[src/rtl/fwd_pkg.sv]
package fwd_pkg;
  typedef enum logic [1:0] {
    FWD_RF  = 2'b00,
    FWD_MWB = 2'b01,
    FWD_EXM = 2'b10
  } fwd_sel_e;

  localparam int unsigned N_SRC = 2;
endpackage

[src/rtl/fwd_src_sel.sv]
module fwd_src_sel #(
  parameter int unsigned REG_W = 5
) (
  input  logic [REG_W-1:0] src_i,
  input  logic [REG_W-1:0] exm_rd_i,
  input  logic             exm_wen_i,
  input  logic [REG_W-1:0] mwb_rd_i,
  input  logic             mwb_wen_i,
  output fwd_pkg::fwd_sel_e sel_o
);
  import fwd_pkg::*;

  localparam logic [REG_W-1:0] ZERO_REG = '0;

  logic src_live, hit_exm, hit_mwb;

  assign src_live = (src_i != ZERO_REG);
  assign hit_exm  = src_live && exm_wen_i && (exm_rd_i == src_i);
  assign hit_mwb  = src_live && mwb_wen_i && (mwb_rd_i == src_i);

  // younger result first
  always_comb begin
    if (hit_exm)      sel_o = FWD_EXM;
    else if (hit_mwb) sel_o = FWD_MWB;
    else              sel_o = FWD_RF;
  end
endmodule

[src/rtl/load_use_det.sv]
module load_use_det #(
  parameter int unsigned REG_W = 5,
  parameter int unsigned N_SRC = 2
) (
  input  logic [N_SRC-1:0][REG_W-1:0] id_src_i,
  input  logic [REG_W-1:0]            ex_rd_i,
  input  logic                        ex_mrd_i,
  output logic                        stall_o
);
  localparam logic [REG_W-1:0] ZERO_REG = '0;

  logic [N_SRC-1:0] src_hit;

  for (genvar g = 0; g < N_SRC; g++) begin : g_cmp
    assign src_hit[g] = (id_src_i[g] == ex_rd_i);
  end

  assign stall_o = ex_mrd_i && (ex_rd_i != ZERO_REG) && (|src_hit);
endmodule

[src/rtl/fwd_hazard_unit.sv]
module fwd_hazard_unit #(
  parameter int unsigned REG_W = 5
) (
  input  logic [REG_W-1:0] id_rs_i,
  input  logic [REG_W-1:0] id_rt_i,
  input  logic [REG_W-1:0] ex_rs_i,
  input  logic [REG_W-1:0] ex_rt_i,
  input  logic [REG_W-1:0] ex_rd_i,
  input  logic             ex_mrd_i,
  input  logic [REG_W-1:0] exm_rd_i,
  input  logic             exm_wen_i,
  input  logic [REG_W-1:0] mwb_rd_i,
  input  logic             mwb_wen_i,
  output logic [1:0]       fwd_a_o,
  output logic [1:0]       fwd_b_o,
  output logic             pc_hold_o,
  output logic             ifid_hold_o,
  output logic             bubble_o
);
  import fwd_pkg::*;

  logic [N_SRC-1:0][REG_W-1:0] ex_src, id_src;
  fwd_sel_e [N_SRC-1:0]        sel;
  logic                        stall;

  assign ex_src = {ex_rt_i, ex_rs_i};
  assign id_src = {id_rt_i, id_rs_i};

  for (genvar g = 0; g < N_SRC; g++) begin : g_opnd
    fwd_src_sel #(.REG_W(REG_W)) i_sel (
      .src_i    (ex_src[g]),
      .exm_rd_i (exm_rd_i),
      .exm_wen_i(exm_wen_i),
      .mwb_rd_i (mwb_rd_i),
      .mwb_wen_i(mwb_wen_i),
      .sel_o    (sel[g])
    );
  end

  load_use_det #(.REG_W(REG_W), .N_SRC(N_SRC)) i_lud (
    .id_src_i(id_src),
    .ex_rd_i (ex_rd_i),
    .ex_mrd_i(ex_mrd_i),
    .stall_o (stall)
  );

  assign fwd_a_o     = sel[0];
  assign fwd_b_o     = sel[1];
  assign pc_hold_o   = stall;
  assign ifid_hold_o = stall;
  assign bubble_o    = stall;
endmodule

[config.mk]
export PLATFORM = sky130hd
export DESIGN_NAME = fwd_hazard_unit
export DESIGN_NICKNAME = d
export VERILOG_FILES = /design/src/rtl/fwd_pkg.sv /design/src/rtl/fwd_src_sel.sv /design/src/rtl/load_use_det.sv /design/src/rtl/fwd_hazard_unit.sv
export SDC_FILE = /design/constraint.sdc
export NUM_CORES = 1
export LEC_CHECK = 0
export CORE_MARGIN = 2
export CORE_UTILIZATION = 27
export DETAILED_ROUTE_END_ITERATION = 7
export PLACE_DENSITY = 0.79
export REMOVE_ABC_BUFFERS = 1
export SETUP_SLACK_MARGIN = 0.15
export SYNTH_ARGS = -nofsm -noshare
export SYNTH_HDL_FRONTEND = slang
export SYNTH_HIERARCHICAL = 1
export SYNTH_SLANG_ARGS = --single-unit
[constraint.sdc]
create_clock -name vclk -period 1.1
set_input_delay 0.11 -clock vclk [all_inputs]
set_output_delay 0.11 -clock vclk [all_outputs]
set_load 0.05 [all_outputs]
==> summary.md <==
| Metric | Value |
|---|---|
| Cell row count | 14 |
| Initial antenna violation count | 0 |
| Fin area | 0.001116 mm2 |
| Total routed wirelength | 1.793 mm |
| Placer Congestion | 0.7447 |
| Max FO, Critical Path | 3 |
| DRC | 0 |
| Vias in the first global route | 617 |
| Worst Setup End Kind | output pin |
| DP Area | 963.4 um2 |
| DR pass1 iterations | 4 |
| WP data arrival | 1.23 ns |
| RSZ-0062 raised after global routing | true |
| Largest net degree at the start of global routing | 4 |
| Fmax | 0.7451 GHz |
| FF/Latch Area | 0 um2 |
| Max-cap check violation count | 0 |
| Status | finished, violations left |
| Peak supply drop | 0.0002059 V |
| CP Launch Type | input pin |
| Unique cell type count in the Yosys netlist | 15 |
| WHS | 0.7456 ns |
| CP required | 0.99 ns |
| Layout Area Growth over Synthesis | 157.8% |
| Mean post-synth cell area | 7.595 um2 |
| Die Ht | 44.04 um |
| N_diodes | 0 |
| DRT antenna net count | 0 |
| Via density | 4.805 |
| Vias | 591 |
| Clkbuf count | 0 |
| Mapped Cells | 57 |
| Sequential cell count | 0 |
| Die width | 44.04 um |
| Critical setup path kind | in -> out |
| Max_slew headroom | 81.92% |
| Port bufs | 45 |
| Core ar. | 0.001506 mm2 |
| CTS Hold Bufs | 0 |
| Leakage | 0.4634 nW |
| Share of layout cells above drive strength 1 | 65.42% |
| Synthesized cell area | 432.9 um2 |
| Final Hold Fails | 0 |
| Post-DP HPWL | 1.361 mm |
| Worst slew pin tran | 0.2712 ns |
| Fin worst setup slack | -0.2422 ns |
| Seq/Total Area, Yosys | 0% |
| Worst hold path class | in -> out |
| Routed wire length per instance | 14.58 um |
| Tcrit/Tclk final | 122.0% |
| IO Pins | 45 |
| Tmin final | 1.342 ns |
| Initial Utilization | 28.74% |
| Synth Warn # | 6 |
| First-pass GRT wire length | 2.849 mm |
| Starting DRT DRC Count | 5 |
| GR Overflow Total | 0 |
| All-Layer GR Usage | 19.33% |
| Number of setup violations in the final report | 7 |
| Power per cell area | 373.4 mW/mm2 |
| Worst slack at placement | -0.8653 ns |
| Die Area | 0.001940 mm2 |
| Fin nets | 147 |
| Failing checks | negative setup slack |
| Final Max Tran Viols | 0 |
| Setup tns final | -1.556 ns |
layout by cell type (no fill, tap or decap), drive strengths merged, types with 2 or more instances in the layout:
cell         count
nand2            2
xor2            14
nor2             2
nor3             2
and3b            2
or4              3
dlygate4sd2      6
and2             2
xnor2           16
a2111oi          2
nor4             2
clkbuf           4
nand4            2
buf             42
nand3            2
critical path, cell delays in order:
cell,delay [ns]
buf_8,0.10
or4_4,0.53
nor2_4,0.14
and3b_1,0.19
buf_6,0.15
metrics by stage:
step / utilization (%) / power (mW) / std cells
after global placement: 63.95 / 0.3475 / 120
after CTS: 69.19 / 0.3751 / 123
after global routing: 74.09 / 0.4412 / 123
after floorplan: - / 0.1278 / 53
after detailed placement: 63.95 / 0.3512 / 120
final: 74.09 / 0.4167 / 123
cells by family (layout without fill, tap and decap cells):
group | after synthesis | after routing | synth area share (%)
and+or+nand+nor | 19 | 19 | 26.01
AOI/OAI and AO/OA | 4 | 4 | 6.357
xor gates and xnor gates | 30 | 30 | 60.69
buffers and inverters | 4 | 54 | 6.937
path summary, 6_finish.rpt:
check / start / to / slack [ns] / cells past startpoint
worst max-delay path: ex_rt_i[2] / fwd_b_o[1] / -0.24 / 5
worst min-delay path: ex_rd_i[1] / bubble_o / 0.75 / 4
metal layers:
layer,wire length (um),up-vias,global-route usage (%)
li1,-,295,-
met1,736,281,24.94
met2,982,13,35.59
met3,57,2,1.224
met4,17,0,3.030
met5,0,-,0
power breakdown:
group	switching (mW)	internal, mW	total (mW)	leakage, nW
logic	0.183	0.234	0.417	0.463
registers	0	0	0	0
clock network	0	0	0	0
repair_timing:
action,CTS,global route
resized for setup,159,29
pin swaps,38,15
endpoints found under the setup margin,7,7
buffers inserted,3,0
cells in the mapped netlist:
| library cell | count | share of area [%] |
|---|---|---|
| and2_1 | 2 | 2.9 |
| xnor2_1 | 16 | 32 |
| and3b_1 | 2 | 4.0 |
| a2111oi_0 | 2 | 4.0 |
| o21ai_1 | 1 | 1.2 |
| nand3_1 | 2 | 2.3 |
| nor3_1 | 2 | 2.3 |
| nand2_1 | 2 | 1.7 |
| nand4_1 | 2 | 2.9 |
| a21oi_1 | 1 | 1.2 |
| nor2_1 | 2 | 1.7 |
| or4_1 | 3 | 5.2 |
| buf_4 | 4 | 6.9 |
| nor4_1 | 2 | 2.9 |
| xor2_1 | 14 | 28 |
area by class of cell:
class / count / area (um2)
Multi-Input combinational cell: 53 / 566.8
Timing Repair Buffer: 54 / 529.3
Fill cell: 106 / 390.4
Tap cell: 16 / 20.02
(Power assumes the default switching activity.)
